[src/rtl/swid_pkg.sv]
package swid_pkg;

   localparam int ID_BITS  = 64;
   localparam int FAM_BITS = 8;
   localparam int SER_BITS = 48;

   localparam logic [7:0] CMD_READ_ID = 8'h33;
   localparam logic [7:0] CMD_SEARCH  = 8'hF0;

   typedef enum logic [3:0] {
      ST_IDLE,
      ST_PRES,
      ST_CMD,
      ST_READ,
      ST_SRCH_T,
      ST_SRCH_C,
      ST_SRCH_W,
      ST_MUTE
   } swid_state_e;

   // Eight-stage shift register, taps for x^8 + x^5 + x^4 + 1, input LSB first
   function automatic logic [7:0] swid_check8(input logic [55:0] d);
      logic [7:0] r;
      logic       fb;
      r = '0;
      for (int i = 0; i < 56; i++) begin
         fb = r[0] ^ d[i];
         r  = {fb, r[7], r[6], r[5], r[4] ^ fb, r[3] ^ fb, r[2], r[1]};
      end
      return r;
   endfunction

endpackage

[src/rtl/swid_line_mon.sv]
module swid_line_mon #(
   parameter int TICKS_PER_US = 10,
   parameter int RESET_US     = 120,
   parameter int SYNC_STAGES  = 2
) (
   input  logic clk,
   input  logic rst_n,
   input  logic line_raw,
   input  logic own_pull,
   output logic line_s,
   output logic fall,
   output logic reset_end
);

   localparam int RST_TICKS = RESET_US * TICKS_PER_US;
   localparam int CW        = $clog2(RST_TICKS + 2);
   localparam int MASK_LEN  = SYNC_STAGES + 2;
   localparam logic [CW-1:0] CNT_SAT = CW'(RST_TICKS + 1);
   localparam logic [CW-1:0] CNT_THR = CW'(RST_TICKS);

   if (SYNC_STAGES < 2) begin : g_bad_sync
      $error("swid_line_mon: SYNC_STAGES must be at least 2");
   end

   logic [SYNC_STAGES-1:0] sync_q;
   logic                   prev_q;
   logic [MASK_LEN-1:0]    hist_q;
   logic [CW-1:0]          low_q;
   logic                   masked;

   assign line_s = sync_q[SYNC_STAGES-1];
   assign masked = own_pull | (|hist_q);

   always_ff @(posedge clk) begin
      if (!rst_n) begin
         sync_q <= '1;
         prev_q <= 1'b1;
         hist_q <= '0;
         low_q  <= '0;
      end else begin
         sync_q <= {sync_q[SYNC_STAGES-2:0], line_raw};
         prev_q <= line_s;
         hist_q <= {hist_q[MASK_LEN-2:0], own_pull};
         if (line_s || masked)
            low_q <= '0;
         else if (low_q != CNT_SAT)
            low_q <= low_q + 1'b1;
      end
   end

   assign fall      = prev_q & ~line_s;
   assign reset_end = ~prev_q & line_s & (low_q > CNT_THR);

endmodule

[src/rtl/swid_slot_timer.sv]
module swid_slot_timer #(
   parameter int TICKS_PER_US = 10,
   parameter int SAMPLE_US    = 30,
   parameter int DRIVE_US     = 30
) (
   input  logic clk,
   input  logic rst_n,
   input  logic start,
   output logic sample,
   output logic drive_win
);

   localparam int SMP_T = SAMPLE_US * TICKS_PER_US;
   localparam int DRV_T = DRIVE_US * TICKS_PER_US;
   localparam int END_T = (SMP_T > DRV_T) ? SMP_T : DRV_T;
   localparam int CW    = $clog2(END_T + 1);

   if (SMP_T < 1 || DRV_T < 1) begin : g_bad_slot
      $error("swid_slot_timer: sample and drive windows must be non-zero");
   end

   logic          busy_q;
   logic [CW-1:0] cnt_q;

   always_ff @(posedge clk) begin
      if (!rst_n) begin
         busy_q <= 1'b0;
         cnt_q  <= '0;
      end else if (!busy_q) begin
         if (start) begin
            busy_q <= 1'b1;
            cnt_q  <= '0;
         end
      end else if (cnt_q == CW'(END_T)) begin
         busy_q <= 1'b0;
      end else begin
         cnt_q <= cnt_q + 1'b1;
      end
   end

   assign sample    = busy_q && (cnt_q == CW'(SMP_T));
   assign drive_win = busy_q && (cnt_q < CW'(DRV_T));

endmodule

[src/rtl/swid_presence.sv]
module swid_presence #(
   parameter int TICKS_PER_US = 10,
   parameter int WAIT_US      = 30,
   parameter int LEN_US       = 120
) (
   input  logic clk,
   input  logic rst_n,
   input  logic start,
   output logic pull,
   output logic done
);

   localparam int WT = WAIT_US * TICKS_PER_US;
   localparam int LT = LEN_US * TICKS_PER_US;
   localparam int CW = $clog2(((WT > LT) ? WT : LT) + 1);

   if (WT < 1 || LT < 1) begin : g_bad_pres
      $error("swid_presence: wait and pulse lengths must be non-zero");
   end

   typedef enum logic [1:0] {P_OFF, P_WAIT, P_LOW} pres_phase_e;

   pres_phase_e   phase_q;
   logic [CW-1:0] cnt_q;

   always_ff @(posedge clk) begin
      if (!rst_n) begin
         phase_q <= P_OFF;
         cnt_q   <= '0;
      end else if (start) begin
         phase_q <= P_WAIT;
         cnt_q   <= '0;
      end else begin
         case (phase_q)
            P_WAIT: begin
               if (cnt_q == CW'(WT - 1)) begin
                  phase_q <= P_LOW;
                  cnt_q   <= '0;
               end else begin
                  cnt_q <= cnt_q + 1'b1;
               end
            end
            P_LOW: begin
               if (cnt_q == CW'(LT - 1)) begin
                  phase_q <= P_OFF;
                  cnt_q   <= '0;
               end else begin
                  cnt_q <= cnt_q + 1'b1;
               end
            end
            default: cnt_q <= '0;
         endcase
      end
   end

   assign pull = (phase_q == P_LOW);
   assign done = (phase_q == P_LOW) && (cnt_q == CW'(LT - 1));

endmodule

[src/rtl/swid_id_rom.sv]
module swid_id_rom
   import swid_pkg::*;
#(
   parameter logic [FAM_BITS-1:0] FAMILY     = 8'h01,
   parameter logic [SER_BITS-1:0] SERIAL     = 48'h0,
   parameter bit                  AUTO_CHECK = 1'b1,
   parameter logic [7:0]          CHECK_BYTE = 8'h00
) (
   input  logic [$clog2(ID_BITS)-1:0] idx,
   output logic                       id_bit
);

   logic [ID_BITS-1:0] id_word;

   if (AUTO_CHECK) begin : g_auto_chk
      localparam logic [7:0] CHK = swid_check8({SERIAL, FAMILY});
      assign id_word = {CHK, SERIAL, FAMILY};
   end else begin : g_given_chk
      assign id_word = {CHECK_BYTE, SERIAL, FAMILY};
   end

   assign id_bit = id_word[idx];

endmodule

[src/rtl/swid_slave.sv]
module swid_slave
   import swid_pkg::*;
#(
   parameter int                  TICKS_PER_US = 10,
   parameter logic [FAM_BITS-1:0] FAMILY       = 8'h01,
   parameter logic [SER_BITS-1:0] SERIAL       = 48'h0000_0000_0001,
   parameter bit                  AUTO_CHECK   = 1'b1,
   parameter logic [7:0]          CHECK_BYTE   = 8'h00,
   parameter int                  RESET_US     = 120,
   parameter int                  SAMPLE_US    = 30,
   parameter int                  DRIVE_US     = 30,
   parameter int                  PRES_WAIT_US = 30,
   parameter int                  PRES_LEN_US  = 120,
   parameter int                  SYNC_STAGES  = 2
) (
   input  logic clk,
   input  logic rst_n,
   input  logic bus_in,
   output logic bus_pull
);

   localparam int IDX_W = $clog2(ID_BITS);
   localparam logic [IDX_W-1:0] IDX_LAST = IDX_W'(ID_BITS - 1);
   localparam logic [IDX_W-1:0] CMD_LAST = IDX_W'(7);
   localparam int LONGEST_US = (PRES_LEN_US > DRIVE_US) ? PRES_LEN_US : DRIVE_US;
   localparam logic [31:0] PULL_MAX = 32'(LONGEST_US * TICKS_PER_US + 2);

   if (TICKS_PER_US < 1) begin : g_bad_tpu
      $error("swid_slave: TICKS_PER_US must be at least 1");
   end
   if (SAMPLE_US >= RESET_US) begin : g_bad_smp
      $error("swid_slave: SAMPLE_US must be below RESET_US");
   end

   swid_state_e      state_q;
   logic [IDX_W-1:0] idx_q;
   logic [7:0]       cmd_q;
   logic [7:0]       cmd_nxt;
   logic             pull_q;

   logic line_s, fall, reset_end;
   logic slot_start, slot_sample, drive_win;
   logic pres_pull, pres_done;
   logic id_bit, tx_on, tx_val, slot_state;

   swid_line_mon #(
      .TICKS_PER_US(TICKS_PER_US),
      .RESET_US    (RESET_US),
      .SYNC_STAGES (SYNC_STAGES)
   ) u_line (
      .clk      (clk),
      .rst_n    (rst_n),
      .line_raw (bus_in),
      .own_pull (pull_q),
      .line_s   (line_s),
      .fall     (fall),
      .reset_end(reset_end)
   );

   swid_slot_timer #(
      .TICKS_PER_US(TICKS_PER_US),
      .SAMPLE_US   (SAMPLE_US),
      .DRIVE_US    (DRIVE_US)
   ) u_slot (
      .clk      (clk),
      .rst_n    (rst_n),
      .start    (slot_start),
      .sample   (slot_sample),
      .drive_win(drive_win)
   );

   swid_presence #(
      .TICKS_PER_US(TICKS_PER_US),
      .WAIT_US     (PRES_WAIT_US),
      .LEN_US      (PRES_LEN_US)
   ) u_pres (
      .clk  (clk),
      .rst_n(rst_n),
      .start(reset_end),
      .pull (pres_pull),
      .done (pres_done)
   );

   swid_id_rom #(
      .FAMILY    (FAMILY),
      .SERIAL    (SERIAL),
      .AUTO_CHECK(AUTO_CHECK),
      .CHECK_BYTE(CHECK_BYTE)
   ) u_rom (
      .idx   (idx_q),
      .id_bit(id_bit)
   );

   assign slot_state = (state_q == ST_CMD)    || (state_q == ST_READ) ||
                       (state_q == ST_SRCH_T) || (state_q == ST_SRCH_C) ||
                       (state_q == ST_SRCH_W);
   assign slot_start = fall && slot_state;
   assign tx_on      = (state_q == ST_READ) || (state_q == ST_SRCH_T) ||
                       (state_q == ST_SRCH_C);
   assign tx_val     = (state_q == ST_SRCH_C) ? ~id_bit : id_bit;
   assign cmd_nxt    = {line_s, cmd_q[7:1]};

   always_ff @(posedge clk) begin
      if (!rst_n) begin
         state_q <= ST_IDLE;
         idx_q   <= '0;
         cmd_q   <= '0;
      end else if (reset_end) begin
         state_q <= ST_PRES;
         idx_q   <= '0;
      end else begin
         case (state_q)
            ST_PRES: begin
               if (pres_done) begin
                  state_q <= ST_CMD;
                  idx_q   <= '0;
               end
            end
            ST_CMD: begin
               if (slot_sample) begin
                  cmd_q <= cmd_nxt;
                  if (idx_q == CMD_LAST) begin
                     idx_q <= '0;
                     case (cmd_nxt)
                        CMD_READ_ID: state_q <= ST_READ;
                        CMD_SEARCH:  state_q <= ST_SRCH_T;
                        default:     state_q <= ST_MUTE;
                     endcase
                  end else begin
                     idx_q <= idx_q + 1'b1;
                  end
               end
            end
            ST_READ: begin
               if (slot_sample) begin
                  if (idx_q == IDX_LAST) state_q <= ST_MUTE;
                  else idx_q <= idx_q + 1'b1;
               end
            end
            ST_SRCH_T: if (slot_sample) state_q <= ST_SRCH_C;
            ST_SRCH_C: if (slot_sample) state_q <= ST_SRCH_W;
            ST_SRCH_W: begin
               if (slot_sample) begin
                  if (line_s != id_bit) begin
                     state_q <= ST_MUTE;
                  end else if (idx_q == IDX_LAST) begin
                     state_q <= ST_MUTE;
                  end else begin
                     idx_q   <= idx_q + 1'b1;
                     state_q <= ST_SRCH_T;
                  end
               end
            end
            default: ;
         endcase
      end
   end

   always_ff @(posedge clk) begin
      if (!rst_n) pull_q <= 1'b0;
      else        pull_q <= pres_pull | (tx_on && drive_win && !tx_val);
   end

   assign bus_pull = pull_q;

endmodule

[config.mk]
export PLATFORM = sky130hd
export DESIGN_NAME = swid_slave
export DESIGN_NICKNAME = d
export VERILOG_FILES = /design/src/rtl/swid_pkg.sv /design/src/rtl/swid_line_mon.sv /design/src/rtl/swid_slot_timer.sv /design/src/rtl/swid_presence.sv /design/src/rtl/swid_id_rom.sv /design/src/rtl/swid_slave.sv
export SDC_FILE = /design/constraint.sdc
export NUM_CORES = 1
export LEC_CHECK = 0
export BUFFER_PORTS_ARGS = -buffer_cell sky130_fd_sc_hd__buf_2
export CELL_PAD_IN_SITES_DETAIL_PLACEMENT = 1
export CELL_PAD_IN_SITES_GLOBAL_PLACEMENT = 1
export CORE_ASPECT_RATIO = 1.4
export CORE_MARGIN = 4
export CORE_UTILIZATION = 48
export CTS_CLUSTER_SIZE = 10
export DETAILED_ROUTE_END_ITERATION = 16
export PLACE_DENSITY_LB_ADDON = 0.08
export SLEW_MARGIN = 25
export SYNTH_ARGS = -nofsm -noshare
export SYNTH_HDL_FRONTEND = slang
export SYNTH_SLANG_ARGS = --single-unit
export TNS_END_PERCENT = 100
[constraint.sdc]
create_clock -name clk -period 3.55 [get_ports clk]
set_input_delay 0.355 -clock clk [delete_from_list [all_inputs] [get_ports clk]]
set_output_delay 0.355 -clock clk [all_outputs]
set_load 0.005 [all_outputs]
Yosys cells after proc, flatten, opt, wreduce, memory -nomap -nowiden --
Memories as Yosys holds them, arrays and structs flattened. A register that Yosys moved wholly into a read port is not among the register bits. Index checks and enable logic that the tools add are counted.
Word-level totals: word-level logic and storage cells 139, flip-flop bits (word level) 60, bits of input ports 3, ROM bits 64, output and inout port bits 1, memories kept 1
Memories:
- (name not given) | depth 64, width 1, rd ports 1, clocked after Yosys merged registers in 1, write ports 0, line swid_id_rom.sv:22 | assign id_bit = id_word[idx];
Cells by class: bitwise logic cells 10, reduce and logical (&&, ||, !) cells 30, magnitude comparators 3, eq/ne operators 39, $add $sub $neg 4, multiplexer cells 38
Operators by type and width (number):
- 6-bit two-way mux | 9
- 4-bit two-way mux | 8
- 9-bit two-way mux | 3
- 4-bit one-hot mux with 6 select lines | 1
- 6-bit one-hot mux with 4 select lines | 1
- 11-bit by 1-bit adder with 11-bit output, second input constant | 2
- 11-bit two-way mux | 2
- 11-bit one-hot mux with 2 select lines | 1
- 3-bit != test, second input constant | 6
- 9-bit AND reduction | 2
- 2-bit != test, second input constant | 8
- 4-bit by 3-bit == test with 1-bit output, second input constant | 3
- 3-bit by 2-bit != test with 1-bit output, second input constant | 4
- 11-bit == test, second input constant | 1
- 11-bit by 9-bit == test with 1-bit output, second input constant | 1
- 11-bit greater-than comparator, second input constant | 1
- 11-bit != test, second input constant | 1
- 9-bit by 1-bit adder with 9-bit output, second input constant | 1
- 9-bit == test, second input constant | 1
- 9-bit less-than comparator, second input constant | 1
- 3-bit AND reduction | 3
- 4-bit by 2-bit == test with 1-bit output, second input constant | 2
- 8-bit by 6-bit == test with 1-bit output, second input constant | 1
- 8-bit == test, second input constant | 1
- other kinds (28) | 60

Logic depth before layout (Yosys ltp) --
Gate-level depths: netlist of the first run.
depth after elaboration 8, mapped depth 10, gate-level depth less buffers 9

Modules after synthesis --
A second synthesis of the first run with hierarchy kept.
Second synthesis, totals: cell total of the unflattened synthesis 356, area total of the unflattened synthesis 3134.3 sq um
By module, submodules not included:
- swid_slave | cells an instance 129, seq. area each 340.3 sq um, area each 1098.6 sq um, instances 1
- swid_line_mon | cells an instance 81, seq. area each 360.3 sq um, area each 775.7 sq um, instances 1
- swid_presence | cells an instance 73, seq. area each 260.2 sq um, area each 658.1 sq um, instances 1
- swid_slot_timer | cells an instance 70, seq. area each 200.2 sq um, area each 583.1 sq um, instances 1
- swid_id_rom | cells an instance 3, seq. area each 0.0 sq um, area each 18.8 sq um, instances 1

Worst setup path before layout of the first run --
Ideal clock, no wire load.
path type reg-to-reg, start point reg state_q[1], end point reg u_slot.cnt_q[5], period minus slack after synthesis 2.452 ns, data required time 3.479 ns, stages on the path, launching flop included 10, setup slack 1.098 ns, arrival time 2.381 ns, path buffers 2, library setup time 0.071 ns, path through dfxtp_1 -> clkbuf_2 -> clkbuf_1 -> inv_1 -> ha_1 -> a211o_1 -> a21boi_1 -> nand4_1 -> or3_1 -> a21oi_1
Between the ends: cells in the longest elaborated chain, start to end 8, elaborated cells on any way between the ends 12, those cells by class 5 x eq/ne; 7 x reduce/logical
RTL lines:
- start, declared | line swid_slave.sv:35 | swid_state_e state_q;
- start signal, assigned | line swid_slave.sv:105 | state_q <= ST_IDLE;
- start signal, assigned | line swid_slave.sv:109 | state_q <= ST_PRES;
- start signal, assigned | line swid_slave.sv:115 | state_q <= ST_CMD;
- 4-bit by 2-bit == test with 1-bit output | line swid_slave.sv:94 | assign slot_state = (state_q == ST_CMD) || (state_q == ST_READ) ||
- 1-bit logical OR (2 in a row) | line swid_slave.sv:94
- 1-bit logical OR | line swid_slave.sv:95 | (state_q == ST_SRCH_T) || (state_q == ST_SRCH_C) ||
- 1-bit logical OR (*) | line swid_slave.sv:95
- 1-bit logical AND (*) | line swid_slave.sv:97 | assign slot_start = fall && slot_state;
- 2-bit nonzero test (no line) (*)
- 2-bit AND reduction (no line) (*)
- end signal, assigned | line swid_slot_timer.sv:37 | cnt_q <= cnt_q + 1'b1;
- end, declared | line swid_slot_timer.sv:23 | logic [CW-1:0] cnt_q;
Every way passes the cells marked *; elsewhere a longest branch is shown, timed or not. A chain may end at the register's enable or synchronous reset.

==> results of run 1 <==
[cell families (layout without fill, tap and decap cells)]
family	after synthesis	in the layout	synth area share [%]
AOI/OAI and AO/OA	54	54	13.3
xor gates and xnor gates	26	26	7.56
adders and majority gates	10	10	4.15
buffers and inverters	28	36	3.94
DFF	59	59	39.2
muxes	8	8	2.70
and+or+nand+nor	163	163	29.2
[registers in the layout, indices dropped and copies added (netlist names)]
| register | flops |
|---|---|
| u_line.low_q | 11 |
| u_pres.cnt_q | 11 |
| u_slot.cnt_q | 9 |
| cmd_q | 7 |
| idx_q | 6 |
| u_line.hist_q | 4 |
| state_q | 3 |
| u_line.sync_q | 2 |
| u_pres.phase_q | 2 |
| bus_pull | 1 |
| id_bit | 1 |
| u_line.prev_q | 1 |
| u_slot.busy_q | 1 |
[report_power, final]
| group | internal, W | switching (W) | total, W | leakage [nW] |
|---|---|---|---|---|
| logic | 0.00000491 | 0.0000102 | 0.0000151 | 0.517 |
| registers | 0.000663 | 0.00000167 | 0.000665 | 0.476 |
| clock network | 0.000408 | 0.000268 | 0.000676 | 0.108 |
[metal layers]
metal | global-route usage (%) | vias to the layer above | part of all wire, %
li1 | - | 1221 | -
met1 | 22.1 | 1159 | 45
met2 | 31.3 | 22 | 50
met3 | 5.16 | 12 | 2.4
met4 | 8.63 | 0 | 2.7
met5 | 0 | - | 0
[layout make-up]
| type | count | area (sq um) |
|---|---|---|
| Clock inverter | 5 | 77.6 |
| Sequential cell | 59 | 1180 |
| Clock buffer | 10 | 138 |
| Multi-Input combinational cell | 261 | 1710 |
| Inverter | 17 | 63.8 |
| Timing Repair Buffer | 4 | 22.5 |
| Tap cell | 70 | 87.6 |
| Fill cell | 707 | 2700 |
[layout by cell type, fill, tap and decap left out, drive strengths merged, types with 3 or more instances in the layout]
master	count
nor2	51
nand2b	4
xor2	12
nand3	17
o21a	4
and4	3
ha	10
and3	5
nor2b	11
nor3	14
and3b	3
or3	3
nand4	13
xnor2	14
mux2i	7
a211oi	3
nor4b	3
o21ai	11
and2	7
clkbuf	10
dfxtp	59
buf	4
nand2	22
a21oi	14
inv	17
[stage by stage]
step	std cells	setup WS, ns
floorplan	348	1.10
global placement	411	0.822
detailed placement	411	0.744
CTS	426	0.697
global route	426	0.503
finish	426	0.703
[worst paths after layout]
path | startpoint | end | slack (ns) | depth (start not counted)
max | state_q[1]$_SDFFE_PP0P_ | id_bit$_DFF_P_ | 0.70 | 7
min | bus_in | u_line.sync_q[0]$_SDFF_PN1_ | 0.20 | 2
max reg2reg | state_q[1]$_SDFFE_PP0P_ | id_bit$_DFF_P_ | 0.70 | 7
min reg2reg | u_line.sync_q[0]$_SDFF_PN1_ | u_line.sync_q[1]$_SDFF_PN1_ | 0.42 | 1
==> flow_summary.toml, run 1 <==
[run_status]
outcome = "finished clean"

[detailed_routing]
vias_per_cell = 5.67
first_iter_violations = 46
drc = 0
dr.pass1.iters = 4
wl_per_cell_um = 15.3
routed_wl_um = 6520
num_vias = 2414
ant_nets = 0

[timing]
finalSetupTns_ns = 0
fin_crit_ns = 2.85
period_share_pct = 80.2
max_freq_mhz = 351
hold_slack_ns = 0.198
tightest_slew_ns = 0.812
slew_headroom_pct = 45.8
skew_ns = 0.00617
slew_viol_final = 0
finalHoldViolCount = 0
rsz0062_at_grt = "false"
setup_viol = 0

[final_layout]
syn2layout_area_growth_pct = 8.97
nets = 365
antenna_cells = 0
fin_area_sq_mm = 0.00328
final_core_util_pct = 54.9
drive_gt1_share_pct = 11.5

[logic_synthesis]
syn_nets = 361
synth_top_flop_cell = "dfxtp_1"
yosysMostFrequentCell = "dfxtp_1"
ys_top_cells_by_count = "59 x dfxtp_1, 51 x nor2_1, 22 x nand2_1, 17 x inv_1, 17 x nand3_1"
postSynthAreaPerCell_sq_um = 8.66
synth_cell_types = 64
synth_top_area_share_pct = 39.2
synth_seq_area_share_pct = 39.2
synthesis.area_sq_mm = 0.00301
synth_area_leaders = "dfxtp_1 39%, nor2_1 6.4%, ha_1 4.2%, xnor2_1 4.1%, xor2_1 3.5%"
yosysWarnings = 0
synth-edff-count = 0
async_flop_share_pct = 0
yosysTopAreaCell = "dfxtp_1"
synth_cells = 348
ys_ff_latch = 59

[floorplanning]
io_pins = 4
fp.dieW_um = 75.0
dieArea_sq_mm = 0.00763
core_sq_mm = 0.00599
num_rows = 33
initial_utilization_pct = 50.3
die_h_um = 102

[worst_hold_path]
hold_path.class = "primary input to flop"

[setup_path]
slowest_stage = "a211oi_2"
path_cells = "nor4b_2 -> a41oi_1 -> a211oi_2 -> a21o_2 -> a21oi_1 -> or4_1 -> a21oi_1"
cp_common_cell = "a21oi_1"
endpoint_kind = "flop"
critPathRequiredTime_ns = 3.82
cpLargestDelayFamily = "compound AO/OA/AOI/OAI gates"
path_class = "flop to flop"
cp_num_buf_inv = 0
path_max_fanout = 17
crit_path_start_kind = "flop"
crit_arrival_ns = 3.12
critical-path-max-stage-delay_ns = 0.72

[placed_design]
postPlaceCellArea_sq_mm = 0.00307
hpwl_um = 4720
place_congestion = 0.807
port_buffers = 3

[global_routing]
antenna_found_initial = 0
gr-total-overflow = 0
grt_pass1_wl_um = 11100
grt_pass1_vias = 2432
grt_max_degree = 23
grt_use_total_pct = 18.8

[power_and_ir_drop]
powerDensity_mw_per_mm2 = 413
p_leak_nw = 1.10
p_total_w = 0.00136
ir_worst_vdd_v = 0.000324

[clock_tree]
cts.sinks = 59
cts-root-buf = "clkbuf_8"
cts_made_buffers = 9
tritoncts = "built"
clk_pin_slew_ns = 0.07
cts_resized = 0
clk_path_buf_depth = 2
cts_setup_buffers = 0
hold_buffers = 0
clock_latency_ns = 0.33
cts_max_level = 3

[run]
maxCapViolCount = 0
No activity file was read; power rests on OpenSTA's default activity.
==> run 2: changes to the inputs <==
- ABC_AREA: not set -> 1
- CORE_UTILIZATION: 48 -> 45
- clock period: 3.55 -> 2.9 ns (I/O delays scaled with it)
==> flow_summary.toml, run 2 <==
[clock_tree]
cts_made_buffers = 9
clk_path_buf_depth = 2
clock_latency_ns = 0.34
cts.sinks = 59
hold_buffers = 0
tritoncts = "built"
cts_max_level = 3
cts_resized = 0
cts_setup_buffers = 0
cts-root-buf = "clkbuf_8"
clk_pin_slew_ns = 0.07

[placed_design]
dp.cells = 543
hpwl_um = 5700
place_congestion = 0.804
preCtsSetupSlack_ns = 0.890
port_buffers = 3

[floorplanning]
dieArea_sq_mm = 0.00829
die_h_um = 106
num_rows = 35
core_sq_mm = 0.00666
initial_utilization_pct = 46.5
io_pins = 4
fp.dieW_um = 78.1

[power_and_ir_drop]
p_total_w = 0.00242
powerDensity_mw_per_mm2 = 708
p_leak_nw = 1.39
pwr-share-clk_pct = 31.9
p_int_w = 0.00153
ir_worst_vdd_v = 0.000336
comb_power_share_pct = 28.3
p_sw_w = 0.000888
power_frac_seq_pct = 39.8
swShare_pct = 36.7

[final_layout]
instances_no_fill = 559
syn2layout_area_growth_pct = 10.2
multiInputGateArea_sq_mm = 0.00161
seq_area_sq_mm = 0.00118
largestRegisters = "u_line.low_q (11), u_pres.cnt_q (11), u_slot.cnt_q (9)"
drive_gt1_share_pct = 8.78
final_common_cell = "nand2_1"
fill_cells = 903
final_cell_mix = "97 x nand2_1, 69 x inv_1, 59 x dfxtp_1"
antenna_cells = 0
nets = 475

[setup_path]
critPathRequiredTime_ns = 3.14
r2r_start = "u_pres.cnt_q[0]$_SDFF_PP0_"
crit_arrival_ns = 2.26
startpoint = "u_pres.cnt_q[0]$_SDFF_PP0_"
path_class = "flop to flop"
path_cells = "ha_1 -> nand3_1 -> nor2_1 -> nand3_1 -> nand2_1 -> nand2_2 -> nand2_1 -> nand3_1 -> nand2_1 -> nor2_1 -> nand3_1 -> nand2_1"
crit_path_start_kind = "flop"
critical-path-max-stage-delay_ns = 0.40
slowest_stage = "dfxtp_1"
cp_num_buf_inv = 0
endpoint_kind = "flop"
path_max_fanout = 6
cpLargestDelayFamily = "simple AND/OR/NAND/NOR gates"

[logic_synthesis]
async_flop_share_pct = 0
synthesis.area_sq_mm = 0.00310
synth-edff-count = 0
postSynthAreaPerCell_sq_um = 6.85
synth_area_leaders = "dfxtp_1 38%, nand2_1 12%, inv_1 8.4%, nor2_1 5.6%, a21oi_1 5.2%"
synth_cell_types = 37
yosysMostFrequentCell = "nand2_1"
synth_cells = 452
synth_seq_area_share_pct = 38.2
yosysTopAreaCell = "dfxtp_1"
synth_top_flop_cell = "dfxtp_1"
synth_top_area_share_pct = 38.2
ys_top_cells_by_count = "97 x nand2_1, 69 x inv_1, 59 x dfxtp_1, 46 x nor2_1"
syn_nets = 465
ys_ff_latch = 59
yosysWarnings = 0

[global_routing]
grt_pass1_wl_um = 13300
grt_max_degree = 15
grt_pass1_vias = 2946
antenna_found_initial = 0
grt_use_total_pct = 19.8
gr-total-overflow = 0

[detailed_routing]
vias_per_cell = 5.16
num_vias = 2886
wl_per_cell_um = 13.2
ant_nets = 0
drc = 0
routed_wl_um = 7410
dr.pass1.iters = 5
first_iter_violations = 93

[timing]
setup_viol = 0
rsz0062_at_grt = "false"
tightest_slew_ns = 0.757
skew_ns = 0.0116
finalSetupTns_ns = 0
max_freq_mhz = 494
slew_viol_final = 0
slew_headroom_pct = 49.2
fin_crit_ns = 2.03
finalHoldViolCount = 0
worst_slack_ns = 0.875
hold_slack_ns = 0.156
period_share_pct = 69.8

[run]
maxCapViolCount = 0

[worst_hold_path]
hold_path.class = "primary input to flop"
hp-start = "bus_in"

[run_status]
outcome = "finished clean"
[run 2: cell count changes in the layout (fill, tap and decap cells not counted), sizes merged, moves of 6 or more]
cell,before,now
nand2,22,99
inv,17,76
a21oi,14,32
nand3,17,33
o21ai,11,27
nor2b,11,0
xnor2,14,3
mux2i,7,0
xor2,12,5
and2,7,1
[run 2: layer usage]
layer	global-route usage, %	wire, um	vias to the layer above
li1	-	-	1482
met1	21.6	3050	1362
met2	37.0	4020	27
met3	4.32	142	15
met4	6.63	191	0
met5	0	0	-
[run 2: cells by family (layout without fill, tap and decap cells)]
logic type,count (synthesis),count (layout),synth area share (%)
AO/OA/AOI/OAI,73,73,12.9
XOR/XNOR,8,8,2.26
adder cells (fa/ha/maj),10,10,4.04
buffers and inverters,81,96,9.90
flip-flops,59,59,38.2
AND/OR/NAND/NOR,221,221,32.7
[run 2: path summary, 6_finish.rpt]
kind,slack (ns),end,depth (start not counted)
setup / recovery,0.87,id_bit$_DFF_P_,12
hold / removal,0.16,u_line.sync_q[0]$_SDFF_PN1_,2
setup reg to reg,0.87,id_bit$_DFF_P_,12
hold reg to reg,0.42,u_line.sync_q[1]$_SDFF_PN1_,1
[run 2: cell type report]
type                    instances  share of cell area (%)
multi-input cells             312                    47.1
flip-flops and latches         59                    34.6
inverters                      77                    8.47
clock buffers                  11                    4.14
well taps                      92                    3.37
clock inverters                 5                    1.83
repair buffers                  3                   0.440
[run 2: per-stage QoR]
stage               util (%)  instance area, sq um
finish                  51.3                  3410
global route            51.3                  3410
CTS                     51.3                  3410
detailed placement      48.2                  3210
global placement        48.2                  3210
floorplan                  -                  3100
[run 2: power groups by stage]
stage | sequential [W] | combinational, W | clock, W
after floorplan | 0.000945 | 0.000536 | 0
after global placement | 0.000979 | 0.000672 | 0
after detailed placement | 0.000980 | 0.000681 | 0
after CTS | 0.000961 | 0.000691 | 0.000792
after global routing | 0.000972 | 0.000788 | 0.000836
final | 0.000962 | 0.000684 | 0.000771
